===== config.mk =====
export PLATFORM = sky130hd
export DESIGN_NAME = bcd_chain
export DESIGN_NICKNAME = d
export VERILOG_FILES = /design/src/rtl/bcd_pkg.sv /design/src/rtl/bcd_digit_next.sv /design/src/rtl/bcd_digit.sv /design/src/rtl/bcd_chain.sv
export SDC_FILE = /design/constraint.sdc
export NUM_CORES = 1
export LEC_CHECK = 0
export BUFFER_PORTS_ARGS = -buffer_cell sky130_fd_sc_hd__clkbuf_2
export CAP_MARGIN = 20
export CORE_MARGIN = 1
export CORE_UTILIZATION = 50
export CTS_CLUSTER_DIAMETER = 40
export DETAILED_ROUTE_END_ITERATION = 8
export GPL_TIMING_DRIVEN = 0
export PLACE_DENSITY = 0.88
export SLEW_MARGIN = 20
export SYNTH_ARGS = -nofsm -noshare
export SYNTH_HDL_FRONTEND = slang
export SYNTH_SLANG_ARGS = --single-unit
export TNS_END_PERCENT = 50

===== constraint.sdc =====
create_clock -name clk -period 1.7 [get_ports clk]
set_input_delay 0.085 -clock clk [delete_from_list [all_inputs] [get_ports clk]]
set_output_delay 0.085 -clock clk [all_outputs]
set_load 0.05 [all_outputs]

===== src/rtl/bcd_pkg.sv =====
package bcd_pkg;
    typedef enum logic [3:0] {
        D0  = 4'd0,  D1  = 4'd1,  D2  = 4'd2,  D3  = 4'd3,
        D4  = 4'd4,  D5  = 4'd5,  D6  = 4'd6,  D7  = 4'd7,
        D8  = 4'd8,  D9  = 4'd9,  X10 = 4'd10, X11 = 4'd11,
        X12 = 4'd12, X13 = 4'd13, X14 = 4'd14, X15 = 4'd15
    } dig_e;

    typedef enum logic [1:0] {
        M_HOLD  = 2'd0,
        M_COUNT = 2'd1,
        M_LOAD  = 2'd2
    } mode_e;

    localparam int DIG_W = 4;
endpackage


===== src/rtl/bcd_digit_next.sv =====
module bcd_digit_next
    import bcd_pkg::*;
(
    input  dig_e cur,
    output dig_e succ
);
    // Successor of every code; codes 10..15 reach 0..9 within two steps
    always_comb begin
        unique case (cur)
            D0:  succ = D1;
            D1:  succ = D2;
            D2:  succ = D3;
            D3:  succ = D4;
            D4:  succ = D5;
            D5:  succ = D6;
            D6:  succ = D7;
            D7:  succ = D8;
            D8:  succ = D9;
            D9:  succ = D0;   // wrap
            X10: succ = X11;
            X11: succ = D4;
            X12: succ = X13;
            X13: succ = D4;
            X14: succ = X15;
            X15: succ = D2;
            default: succ = D0;
        endcase
    end
endmodule


===== src/rtl/bcd_digit.sv =====
module bcd_digit
    import bcd_pkg::*;
#(
    parameter bit ASYNC_RST = 1'b1
) (
    input  logic             clk,
    input  logic             rst_n,
    input  logic             load_n,
    input  logic [DIG_W-1:0] load_val,
    input  logic             en_p,
    input  logic             en_t,
    output logic [DIG_W-1:0] q,
    output logic             tc
);
    dig_e  state_q;
    dig_e  state_d;
    dig_e  succ;
    mode_e mode;

    bcd_digit_next next_i (
        .cur  (state_q),
        .succ (succ)
    );

    // Mode decode: load beats count, count needs both enables
    always_comb begin
        if (!load_n)
            mode = M_LOAD;
        else if (en_p && en_t)
            mode = M_COUNT;
        else
            mode = M_HOLD;
    end

    always_comb begin
        unique case (mode)
            M_LOAD:  state_d = dig_e'(load_val);
            M_COUNT: state_d = succ;
            M_HOLD:  state_d = state_q;
            default: state_d = state_q;
        endcase
    end

    // State register; reset style picked by parameter
    generate
        if (ASYNC_RST) begin : g_async
            always_ff @(posedge clk or negedge rst_n) begin
                if (!rst_n)
                    state_q <= D0;
                else
                    state_q <= state_d;
            end
        end else begin : g_sync
            always_ff @(posedge clk) begin
                if (!rst_n)
                    state_q <= D0;
                else
                    state_q <= state_d;
            end
        end
    endgenerate

    // Outputs
    always_comb begin
        q  = state_q;
        tc = en_t && (state_q == D9);
    end
endmodule


===== src/rtl/bcd_chain.sv =====
module bcd_chain
    import bcd_pkg::*;
#(
    parameter int NDIG      = 4,
    parameter bit ASYNC_RST = 1'b1
) (
    input  logic                  clk,
    input  logic                  rst_n,
    input  logic                  load_n,
    input  logic [4*NDIG-1:0]     load_data,
    input  logic                  cnt_en_p,
    input  logic                  cnt_en_t,
    output logic [4*NDIG-1:0]     count,
    output logic                  tc_out
);
    localparam int W = DIG_W * NDIG;

    logic [NDIG:0]   trickle;
    logic [NDIG-1:0] dig_tc;

    assign trickle[0] = cnt_en_t;

    // Each digit's trickle enable is the terminal count of the one below
    generate
        for (genvar k = 0; k < NDIG; k++) begin : g_dig
            bcd_digit #(.ASYNC_RST(ASYNC_RST)) dig_i (
                .clk      (clk),
                .rst_n    (rst_n),
                .load_n   (load_n),
                .load_val (load_data[k*DIG_W +: DIG_W]),
                .en_p     (cnt_en_p),
                .en_t     (trickle[k]),
                .q        (count[k*DIG_W +: DIG_W]),
                .tc       (dig_tc[k])
            );
            assign trickle[k+1] = dig_tc[k];
        end
    endgenerate

    assign tc_out = trickle[NDIG];

    logic [W-1:0] unused_w;
    assign unused_w = '0;
endmodule


Word-level counts from Yosys, hierarchy flattened:

Memory sizes are Yosys's and may differ from the RTL's.
Cells that the tools add are included.

* logic and storage cells: 44
* output and inout port bits: 17
* ROM bits: 256
* memories: 4
* flip-flop bits (word level): 16

Memories
* (name not given): words 16, width 4, read ports 1, clocked after Yosys merged registers in 0, write ports 0, line bcd_digit_next.sv:9 `unique case (cur)`
* (name not given): words 16, width 4, read ports 1, clocked after Yosys merged registers in 0, write ports 0, line bcd_digit_next.sv:9
* (name not given): words 16, width 4, read ports 1, clocked after Yosys merged registers in 0, write ports 0, line bcd_digit_next.sv:9
* (name not given): words 16, width 4, read ports 1, clocked after Yosys merged registers in 0, write ports 0, line bcd_digit_next.sv:9

* reduce and logical (&&, ||, !) cells: 12
* equality and inequality tests: 12
* muxes and demuxes: 12

Operators by type and width (count)
* $pmux 4 s2: 4
* $eq 4x4->1 const B: 4
* $eq 2x1->1 const B: 4
* $eq 2x2->1 const B: 4
* $logic_and 1x1->1: 8
* $mux 2: 4
* $reduce_bool 2->1: 4
* $mux 1: 4

Logic depth before layout (Yosys ltp):

Gate-level depths: netlist of run 1.

* depth after elaboration: 9
* gate-level depth with buffers: 7
* gate-level depth less buffers: 6

By module:

From an unflattened synthesis of run 1, not the netlist that was laid out.

* cells, all modules: 152
* area, all modules: 1353.8 sq um

Modules (own cells, without submodules)
* bcd_digit: times used 4, cells each 25, area each 235.2 sq um
* bcd_digit_next at g_dig[1].dig_i.next_i ...: times used 3, cells each 11, area each 92.6 sq um
* bcd_digit_next at g_dig[0].dig_i.next_i: times used 1, cells each 19, area each 135.1 sq um

Worst setup path after synthesis of run 1:

Ideal clock, no wire load.

* path kind: reg2out
* start point: register g_dig[0].dig_i.state_q[0]
* end point: output port tc_out
* data required time: 1.615 ns
* arrival time: 1.891 ns
* cell stages (with the launch flop): 5
* setup slack: -0.276 ns
* path buffers: 0
* cells stage by stage: dfrtp_1 ha_1 and3b_4 nand3_1 nor2_1

* longest elaborated chain between the ends: 5

Ends and longest elaborated chain
* from (decl): line bcd_digit.sv:15 `dig_e state_q;`
* from (signal assigned): line bcd_digit.sv:51 `state_q <= state_d;`
* $eq 4x4->1: line bcd_digit.sv:66 `tc = en_t && (state_q == D9);`
* $logic_and 1x1->1 (4 in series): line bcd_digit.sv:66
* to (decl): line bcd_chain.sv:14 `output logic tc_out`

Every way passes these cells.

Worst setup path in the final report of run 1:

* start point: register g_dig[2].dig_i.state_q[0]
* end point: register g_dig[3].dig_i.state_q[1]

* longest elaborated chain between the ends: 7

Ends and longest elaborated chain
* from (decl): line bcd_digit.sv:15
* from (signal assigned): line bcd_digit.sv:51
* $eq 4x4->1 *: line bcd_digit.sv:66
* $logic_and 1x1->1 *: line bcd_digit.sv:66
* $logic_and 1x1->1 *: line bcd_digit.sv:29 `else if (en_p && en_t)`
* $mux 1 *: line bcd_digit.sv:29
* $mux 2 *: line bcd_digit.sv:27 `if (!load_n)`
* $eq 2x1->1 / $eq 2x2->1 (equally long branches): line bcd_digit.sv:36 `unique case (mode)`
* $pmux 4 s2 / $reduce_bool 2->1 (equally long branches)
* to (signal assigned): line bcd_digit.sv:51
* to (decl): line bcd_digit.sv:15

Every way passes the cells marked *; elsewhere a longest branch is shown, timed or not.
A chain may end at the register's enable or synchronous reset.

==> results.sh, run 1 <==
export IMPL_io_buffers=36
export IMPL_multiplexer_share_of_the_synthesized_area_pct=3.68
export IMPL_synth_cell_types=35
export IMPL_synth_net_count=161
export IMPL_placedInstanceArea_um2=1430
export IMPL_achievable_frequency_mhz=605
export IMPL_unrepaired_setup_endpoints_after_global_routing="yes"
export IMPL_worstSkewPairLatency_ns=0.29
export IMPL_cp_start_kind="flip-flop"
export IMPL_multiInputGateArea_um2=753
export IMPL_clk_tree_root_cell="clkbuf_4"
export IMPL_core_area_um2=2230
export IMPL_ys_warn_count=0
export IMPL_gate_count_after_technology_mapping=124
export IMPL_via_count=1115
export IMPL_antenna_cells=0
export IMPL_layout_drive_gt1_share_pct=40.2
export IMPL_die_y_um=50.8
export IMPL_htreeDepth=1
export IMPL_clock_path_buffers=2
export IMPL_final_max_slew_violation_count=0
export IMPL_tritoncts_buffer_count=3
export IMPL_min_delay_path_class="in2reg"
export IMPL_status="finished clean"
export IMPL_nNetsFinal=207
export IMPL_post_synth_xor_xnor_area_pct=2.95
export IMPL_totalNegativeSetupSlack_ns=0
export IMPL_cellLeakagePower_uw=0.000746
export IMPL_regArea_um2=412
export IMPL_cp_required_ns=1.89
export IMPL_synth_top_family_by_area="compound AO/OA/AOI/OAI gates"
export IMPL_grt_pass1_vias=1075
export IMPL_seq_area_frac_synth_pct=33.7
export IMPL_timing_max_cap_violations=0
export IMPL_effective_utilization_at_floorplan_pct=53.2
export IMPL_power_per_cell_area_nw_per_um2=743
export IMPL_synthesized_area_fraction_occupied_by_ao_oa_aoi_and_oai_cells_pct=21.3
export IMPL_hold_viol=0
export IMPL_clock_tree_from_tritoncts="yes"
export IMPL_placement_rows=17
export IMPL_min_period_ns=1.65
export IMPL_floorplan_die_width_um=50.8
export IMPL_final_core_utilization_pct=68.5
export IMPL_path_clk_slew_ns=0.10
export IMPL_area_growth_pct=28.7
export IMPL_clock_sink_count=16
export IMPL_grt_pass1_wl_um=4620
export IMPL_period_share_pct=97.3
export IMPL_synth_top_cells_by_area="dfrtp_1, ha_1, a31oi_1, a21oi_1, inv_1"
export IMPL_timing_max_slew_rel_slack_pct=67.5
export IMPL_final_design_area_no_fill_um2=1530
export IMPL_synth_fa_ha_area_share_pct=16.8
export IMPL_routed_wirelength_um=2770
export IMPL_ant_nets=0
export IMPL_detailedPlacementHpwl_um=2040
export IMPL_largest_register_ff_count=16
export IMPL_crit_fanout=7
export IMPL_synth_largest_type_area_fraction_pct=33.7
export IMPL_power_ir_vdd_worst_mv=0.626
export IMPL_worst_slew_pin_slew_ns=0.487
export IMPL_timing_clock_skew_ns=0.00243
export IMPL_drcViolationCount=0
export IMPL_post_layout_total_power_uw=1140
export IMPL_synth_area_um2=1190
export IMPL_avgViaCountPerCell=5.66
export IMPL_fillCellCount=191
export IMPL_critPathArrivalTime_ns=1.84
export IMPL_place_congestion=0.826
export IMPL_synthSimpleGateAreaFrac_pct=15.7
export IMPL_synth_avg_cell_area_um2=9.59
export IMPL_detail_route_wl_per_cell_um=14.1
export IMPL_drt_first_iter_violations=29
export IMPL_synth_seq_cells=16
export IMPL_setup_violations=0
export IMPL_worstSetupEndpointType="flip-flop"
export IMPL_globalRouteOverflowTotal=0
export IMPL_synth_largest_area_cell="dfrtp_1"
export IMPL_total_global_route_track_usage_pct=24.0
export IMPL_dr_pass1_iters=4
export IMPL_critical_path_class="reg2reg"
export IMPL_die_area_um2=2580
export IMPL_floorplan_io_pins=38
export IMPL_number_of_antenna_violations_at_the_first_check_in_global_routing=0
export IMPL_grt_max_degree=17
==> where the power goes <==
part	total [uW]	leakage, uW	internal, uW	switching (uW)
combinational	416	0.000551	148	268
sequential	500	0.000180	423	76.8
clock	221	0.0000150	91.5	129
total	1140	0.000746	663	473
==> worst max-delay path, stage by stage, from the launching register on <==
cell and delay (ns):
dfrtp_2 0.47, ha_2 0.18, and3b_2 0.23, and4_4 0.17, buf_6 0.12, and4_1 0.16
a211o_1 0.22
==> final timing paths <==
kind                                                  from                              end  slack [ns]  depth (start not counted)
max in group asynchronous                            rst_n  g_dig[2].dig_i.q[1]$_DFFE_PN0P_        1.15                          2
min reg2reg                g_dig[1].dig_i.q[1]$_DFFE_PN0P_  g_dig[1].dig_i.q[1]$_DFFE_PN0P_        0.64                          2
max                        g_dig[2].dig_i.q[0]$_DFFE_PN0P_  g_dig[3].dig_i.q[1]$_DFFE_PN0P_        0.05                          6
min                                          load_data[14]  g_dig[3].dig_i.q[2]$_DFFE_PN0P_      0.0004                          2
max reg2reg                g_dig[2].dig_i.q[0]$_DFFE_PN0P_  g_dig[3].dig_i.q[1]$_DFFE_PN0P_        0.05                          6
min in group asynchronous                            rst_n  g_dig[1].dig_i.q[2]$_DFFE_PN0P_        0.24                          2
==> layout make-up <==
cell class | count | share of cell area (%)
plain buffers | 5 | 1.88
clock buffers | 4 | 1.72
inverters | 11 | 2.70
multi-input cells | 92 | 49.2
flip-flops and latches | 16 | 26.9
well taps | 28 | 2.29
repair buffers | 41 | 15.3
==> cell families (layout without fill, tap and decap cells) <==
logic type | after synthesis | in the layout
mux | 4 | 4
fa+ha+maj | 16 | 16
xor+xnor | 4 | 4
compound gates | 37 | 37
buf+inv | 16 | 61
flops | 16 | 16
simple gates | 31 | 31
==> cell usage in the layout (no fill, tap or decap), types with 2 or more instances in the layout <==
master,instances
o2bb2ai_1,2
dfrtp_1,7
clkbuf_1,3
dfrtp_2,9
nand3b_1,3
xnor2_1,4
a31oi_1,8
o21ai_0,2
clkbuf_4,3
a21oi_1,9
nand2_1,8
a21o_1,2
o22ai_1,2
buf_6,2
a211oi_1,2
buf_2,2
a22o_1,3
inv_1,10
mux2_2,3
nor2_2,2
ha_1,13
and3b_2,2
a31o_2,2
a211o_1,2
nand3_1,2
clkbuf_2,35
nor2_1,6
ha_4,2
dlygate4sd3_1,4
==> repair_timing <==
action,4_1_cts,5_1_grt
pin swaps,0,5
endpoints found under the setup margin,2,6
hold buffers,3,1
buffers inserted,0,1
endpoints found under the hold margin,18,1
resized for setup,2,6
==> layer usage <==
metal / up-vias / GRT usage (%) / share of wire, %
li1: 539 / - / -
met1: 526 / 29.2 / 44
met2: 43 / 41.8 / 50
met3: 7 / 3.03 / 3.8
met4: 0 / 10.6 / 1.8
met5: - / 0 / 0
==> cells in the mapped netlist (all sizes together) <==
| master | n |
|---|---|
| o221ai | 1 |
| nor4 | 1 |
| o21ai | 2 |
| o2bb2ai | 2 |
| xnor2 | 4 |
| nor2 | 8 |
| nand2 | 8 |
| ha | 16 |
| a22o | 3 |
| nand3 | 2 |
| buf | 3 |
| and4 | 2 |
| a311oi | 1 |
| nand4 | 1 |
| a21oi | 9 |
| a211oi | 2 |
| nand3b | 3 |
| and2 | 1 |
| inv | 11 |
| a211o | 2 |
| dfrtp | 16 |
| o22ai | 2 |
| clkbuf | 2 |
| mux2 | 3 |
| mux2i | 1 |
| o41ai | 1 |
| and3b | 3 |
| a31o | 2 |
| a21o | 2 |
| nor3 | 1 |
| a31oi | 8 |
| nand4b | 1 |
==> per-stage QoR <==
stage,instances,hold slack (ns),setup slack (ns)
global placement,188,0.0314,0.0601
detailed placement,188,0.0373,0.00146
CTS,195,0.00105,0.0123
finish,197,0.000420,0.0467
floorplan,124,-0.211,-0.0322
global route,197,0.00318,-0.0544
Note: power is estimated with default switching activity, not from simulation.
==> run 2, diff against run 1 <==
- RECOVER_POWER: not set -> 100
==> results.sh, run 2 (synthesized netlist as in run 1, its figures left out) <==
export IMPL_post_layout_total_power_uw=1130
export IMPL_critical_path_n_buffers_inverters=1
export IMPL_worst_r2r_cell_count=6
export IMPL_avgViaCountPerCell=5.61
export IMPL_core_area_um2=2230
export IMPL_drcViolationCount=0
export IMPL_status="finished clean"
export IMPL_largest_register_ff_count=16
export IMPL_final_max_slew_violation_count=0
export IMPL_layout_setup_ws_ns=0.0533
export IMPL_worstSetupEndpointType="flip-flop"
export IMPL_clk_tree_root_cell="clkbuf_4"
export IMPL_timing_critical_path_cells="ha_2 -> and3b_2 -> and4_4 -> buf_6 -> and4_1 -> a211o_1"
export IMPL_timing_clock_skew_ns=0.00349
export IMPL_regToRegEndpoint="g_dig[3].dig_i.q[1]$_DFFE_PN0P_"
export IMPL_critical_path_class="reg2reg"
export IMPL_hold_viol=0
export IMPL_io_buffers=36
export IMPL_detailedPlacementHpwl_um=2040
export IMPL_final_cells=197
export IMPL_worst_hold_path_endpoint="g_dig[3].dig_i.q[2]$_DFFE_PN0P_"
export IMPL_crit_fanout=7
export IMPL_grt_pass1_vias=1075
export IMPL_routed_wirelength_um=2740
export IMPL_dr_pass1_iters=4
export IMPL_regArea_um2=412
export IMPL_cp_start_kind="flip-flop"
export IMPL_mostFrequentLayoutCell="clkbuf_2"
export IMPL_achievable_frequency_mhz=607
export IMPL_hold_start="load_data[14]"
export IMPL_cellLeakagePower_uw=0.000704
export IMPL_clock_sink_count=16
export IMPL_nNetsFinal=207
export IMPL_die_area_um2=2580
export IMPL_area_growth_pct=27.3
export IMPL_placement_rows=17
export IMPL_power_per_cell_area_nw_per_um2=745
export IMPL_layout_drive_gt1_share_pct=32.0
export IMPL_clock_path_buffers=2
export IMPL_min_delay_path_class="in2reg"
export IMPL_crit_reg2reg_launch="g_dig[2].dig_i.q[0]$_DFFE_PN0P_"
export IMPL_path_delay_family="simple AND/OR/NAND/NOR gates"
export IMPL_worstSkewPairLatency_ns=0.29
export IMPL_globalRouteOverflowTotal=0
export IMPL_hold_path_depth=2
export IMPL_tritoncts_buffer_count=3
export IMPL_die_y_um=50.8
export IMPL_timing_max_cap_violations=0
export IMPL_ant_nets=0
export IMPL_grt_pass1_wl_um=4620
export IMPL_critPathArrivalTime_ns=1.84
export IMPL_dpl_cell_count=188
export IMPL_path_clk_slew_ns=0.10
export IMPL_preCtsSetupSlack_ns=0.00146
export IMPL_worst_slew_pin_slew_ns=0.906
export IMPL_floorplan_io_pins=38
export IMPL_antenna_cells=0
export IMPL_via_count=1105
export IMPL_detail_route_wl_per_cell_um=13.9
export IMPL_critical_path_max_stage_delay_ns=0.47
export IMPL_power_ir_vdd_worst_mv=0.626
export IMPL_place_congestion=0.826
export IMPL_total_global_route_track_usage_pct=24.0
export IMPL_drt_first_iter_violations=32
export IMPL_floorplan_die_width_um=50.8
export IMPL_ff2ff_setup_slack_ns=0.05
export IMPL_layout_cells_most_common_list="clkbuf_2, clkbuf_1, ha_1, inv_1"
export IMPL_setup_violations=0
export IMPL_multiInputGateArea_um2=753
export IMPL_effective_utilization_at_floorplan_pct=53.2
export IMPL_min_period_ns=1.65
export IMPL_number_of_antenna_violations_at_the_first_check_in_global_routing=0
export IMPL_clock_tree_from_tritoncts="yes"
export IMPL_fillCellCount=195
export IMPL_unrepaired_setup_endpoints_after_global_routing="yes"
export IMPL_cp_required_ns=1.89
export IMPL_period_share_pct=96.9
export IMPL_htreeDepth=1
export IMPL_worst_path_max_delay_cell="dfrtp_2"
export IMPL_timing_max_slew_rel_slack_pct=39.6
export IMPL_grt_max_degree=17
run 2: cell types whose count changed in the layout (fill, tap and decap cells not counted):
| cell | change |
|---|---|
| clkbuf_1 | +14 |
| clkbuf_2 | -14 |
run 2: area by class of cell:
cell class / instances / area share [%]
buffer: 5 / 1.90
multi-input combinational: 92 / 49.8
clock buffer: 4 / 1.74
sequential: 16 / 27.2
inverter: 11 / 2.73
tap: 28 / 2.32
timing repair buffer: 41 / 14.3
run 2: worst max path at each step:
stage / from / end / slack [ns] / cells after the start
4_1_cts: g_dig[2].dig_i.q[1]$_DFFE_PN0P_ / tc_out / 0.01 / 6
6_report: g_dig[2].dig_i.q[0]$_DFFE_PN0P_ / g_dig[3].dig_i.q[1]$_DFFE_PN0P_ / 0.05 / 6
5_1_grt: g_dig[0].dig_i.q[1]$_DFFE_PN0P_ / g_dig[2].dig_i.q[2]$_DFFE_PN0P_ / -0.05 / 6
3_5_place_dp: g_dig[0].dig_i.q[1]$_DFFE_PN0P_ / g_dig[1].dig_i.q[2]$_DFFE_PN0P_ / 0.001 / 6
3_3_place_gp: g_dig[0].dig_i.q[1]$_DFFE_PN0P_ / g_dig[1].dig_i.q[2]$_DFFE_PN0P_ / 0.06 / 6
2_1_floorplan: g_dig[0].dig_i.q[1]$_DFFE_PN0P_ / g_dig[3].dig_i.q[1]$_DFFE_PN0P_ / -0.03 / 7
run 2: per-stage QoR:
stage	util, %	area [um^2]	setup TNS [ns]	hold slack (ns)
after detailed placement	64.1	1430	0	0.0373
after global routing	67.7	1510	-0.125	0.00318
final	67.7	1510	0	0.00189
after floorplan	-	1220	-0.0532	-0.211
after CTS	66.9	1490	0	0.00105
after global placement	64.1	1430	0	0.0314
run 2: repair_timing:
action,CTS,global route
buffers inserted,0,1
hold buffers,3,1
pin swaps,0,5
endpoints found under the setup margin,2,6
resized for setup,2,6
endpoints found under the hold margin,18,1
run 2: routing by layer:
| metal | up-vias | share of wire [%] | track usage, % |
|---|---|---|---|
| met1 | 520 | 43 | 29.2 |
| li1 | 539 | - | - |
| met4 | 0 | 1.9 | 10.6 |
| met3 | 7 | 3.9 | 3.03 |
| met2 | 39 | 51 | 41.8 |
| met5 | - | 0 | 0 |
run 2: where the power goes:
| group | switching (uW) | total (uW) | internal (uW) |
|---|---|---|---|
| clock network | 128 | 220 | 91.4 |
| logic | 268 | 408 | 141 |
| registers | 75.8 | 499 | 423 |
==> run 3, diff against run 2 <==
- ABC_AREA: not set -> 1
- CORE_UTILIZATION: 50 -> 51
==> results.sh, run 3 <==
export IMPL_worstSkewPairLatency_ns=0.30
export IMPL_grt_pass1_vias=1187
export IMPL_layout_drive_gt1_share_pct=28.7
export IMPL_detail_route_wl_per_cell_um=12.6
export IMPL_die_y_um=52.4
export IMPL_placement_rows=17
export IMPL_core_area_um2=2300
export IMPL_clock_path_buffers=2
export IMPL_synth_top_cells_by_area="dfrtp_1, nand2_1, ha_1, nand3_1, inv_1"
export IMPL_tritoncts_buffer_count=3
export IMPL_layout_cells_most_common_list="nand2_1, clkbuf_2, nand3_1, inv_1, ha_1"
export IMPL_largest_register_ff_count=16
export IMPL_avgViaCountPerCell=5.35
export IMPL_critical_path_class="reg2out"
export IMPL_net_switching_power_uw=496
export IMPL_power_per_cell_area_nw_per_um2=682
export IMPL_routed_wirelength_um=3340
export IMPL_power_ir_vdd_worst_mv=0.668
export IMPL_totalNegativeSetupSlack_ns=0
export IMPL_worstSetupEndpointType="output pin"
export IMPL_total_global_route_track_usage_pct=25.4
export IMPL_htreeDepth=1
export IMPL_grt_max_degree=17
export IMPL_die_area_um2=2740
export IMPL_synth_area_um2=1290
export IMPL_number_of_antenna_violations_at_the_first_check_in_global_routing=0
export IMPL_antenna_cells=0
export IMPL_final_core_utilization_pct=75.6
export IMPL_synth_cell_types=21
export IMPL_final_max_slew_violation_count=0
export IMPL_effective_utilization_at_floorplan_pct=56.4
export IMPL_ant_nets=0
export IMPL_synth_async_sr_flop_share_pct=100
export IMPL_io_buffers=36
export IMPL_drcViolationCount=0
export IMPL_min_period_ns=1.68
export IMPL_timing_max_cap_violations=0
export IMPL_p_sw_share_pct=41.9
export IMPL_setup_violations=0
export IMPL_globalRouteOverflowTotal=0
export IMPL_place_congestion=0.805
export IMPL_synth_avg_cell_area_um2=7.04
export IMPL_worst_slew_pin_slew_ns=0.869
export IMPL_fillCellCount=177
export IMPL_drt_first_iter_violations=33
export IMPL_share_clk_of_total_power_pct=21.8
export IMPL_yosys_cell_count_top_type="nand2_1"
export IMPL_mostFrequentLayoutCell="nand2_1"
export IMPL_path_clk_slew_ns=0.10
export IMPL_nNetsFinal=275
export IMPL_floorplan_io_pins=38
export IMPL_internal_power_uw=688
export IMPL_seq_area_frac_synth_pct=30.9
export IMPL_status="finished clean"
export IMPL_synth_net_count=221
export IMPL_gate_count_after_technology_mapping=184
export IMPL_combinational_group_share_of_total_power_pct=37.2
export IMPL_cp_required_ns=1.62
export IMPL_floorplan_die_width_um=52.4
export IMPL_timing_clock_skew_ns=0.00957
export IMPL_clock_sink_count=16
export IMPL_synth_largest_type_area_fraction_pct=30.9
export IMPL_min_delay_path_class="in2reg"
export IMPL_clock_tree_from_tritoncts="yes"
export IMPL_grt_pass1_wl_um=5050
export IMPL_achievable_frequency_mhz=596
export IMPL_critPathArrivalTime_ns=1.59
export IMPL_synth_seq_cells=16
export IMPL_most_used_dff_post_synth="dfrtp_1"
export IMPL_area_growth_pct=34.1
export IMPL_preCtsSetupSlack_ns=0.0604
export IMPL_dr_pass1_iters=4
export IMPL_ys_warn_count=0
export IMPL_via_count=1419
export IMPL_synth_largest_area_cell="dfrtp_1"
export IMPL_period_share_pct=98.7
export IMPL_hold_viol=0
export IMPL_synth_cells_most_frequent="nand2_1, nand3_1, inv_1"
export IMPL_clk_tree_root_cell="clkbuf_4"
export IMPL_crit_fanout=3
export IMPL_detailedPlacementHpwl_um=2190
export IMPL_layout_setup_ws_ns=0.0221
export IMPL_cellLeakagePower_uw=0.000924
export IMPL_power_sequential_fraction_pct=40.9
export IMPL_synth_edf_count=0
export IMPL_unrepaired_setup_endpoints_after_global_routing="yes"
export IMPL_cp_start_kind="flip-flop"
export IMPL_timing_max_slew_rel_slack_pct=42.0
==> run 3: cell count changes in the layout (fill, tap and decap cells not counted), moves of 7 or more <==
cell,before,now
nand2_1,8,61
nand3_1,2,25
clkbuf_1,17,5
inv_1,10,22
clkbuf_2,21,32
o21ai_0,2,11
a31oi_1,8,1
==> run 3: cell families after synthesis <==
| logic type | Yosys count | synth area share (%) |
|---|---|---|
| AND/OR/NAND/NOR | 102 | 35.5 |
| buffers and inverters | 29 | 8.99 |
| AO/OA/AOI/OAI | 21 | 9.18 |
| adder cells (fa/ha/maj) | 16 | 15.5 |
| flip-flops | 16 | 30.9 |
==> run 3: layer usage <==
layer	GRT usage, %	share of wire [%]
met3	6.67	7.2
met1	31.5	43
met4	7.46	1.3
met2	42.8	49
met5	0	0
==> run 3: area by class of cell <==
class	count	area, um^2	share of cell area (%)
plain buffers	3	18.8	1.08
multi-input cells	140	850	48.9
flip-flops and latches	16	408	23.5
repair buffers	48	292	16.8
clock buffers	4	36.3	2.09
well taps	28	35.0	2.02
inverters	26	97.6	5.62
==> run 3: power by group through the flow <==
stage | logic, uW | clock network [uW] | registers [uW]
after floorplan | 151 | 0 | 613
after global placement | 381 | 0 | 489
after detailed placement | 388 | 0 | 490
after CTS | 411 | 265 | 479
after global routing | 483 | 292 | 493
final | 441 | 259 | 484
==> run 3: path summary, 6_finish.rpt <==
path	start	endpoint	slack [ns]	cells past startpoint
worst max-delay path	g_dig[0].dig_i.q[1]$_DFFE_PN0P_	tc_out	0.02	7
worst min-delay path	load_data[10]	g_dig[2].dig_i.q[2]$_DFFE_PN0P_	0.01	3
worst max register to register	g_dig[0].dig_i.q[1]$_DFFE_PN0P_	g_dig[1].dig_i.q[1]$_DFFE_PN0P_	0.13	9
worst min register to register	g_dig[2].dig_i.q[2]$_DFFE_PN0P_	g_dig[2].dig_i.q[2]$_DFFE_PN0P_	0.56	2
max in group asynchronous	rst_n	g_dig[0].dig_i.q[0]$_DFFE_PN0P_	0.70	2
min in group asynchronous	rst_n	g_dig[3].dig_i.q[2]$_DFFE_PN0P_	0.40	2
==> run 3: worst max-delay path, stage by stage, from the launching register on <==
cell     delay, ns
dfrtp_2       0.42
inv_1         0.06
ha_2          0.18
nand2_4       0.07
inv_2         0.09
nand3_2       0.10
nor3_4        0.21
buf_8         0.17
==> run 3: what timing repair did <==
action / CTS / global route
endpoints found under the setup margin: 1 / 10
gates resized for setup: 4 / 14
setup buffers: 2 / 4
hold endpoints to repair: 20 / 1
hold buffers: 5 / 1
pin swaps: 0 / 3
gates cloned: 0 / 1
==> run 3: stage by stage <==
stage | cell area, um^2 | hold slack [ns] | instances | power [uW]
5_1_grt | 1740 | 0.00685 | 265 | 1270
4_1_cts | 1640 | 0.00374 | 259 | 1150
6_report | 1740 | 0.0133 | 265 | 1180
2_1_floorplan | 1310 | -0.211 | 184 | 764
3_3_place_gp | 1530 | 0.0329 | 248 | 870
3_5_place_dp | 1530 | 0.0320 | 248 | 877
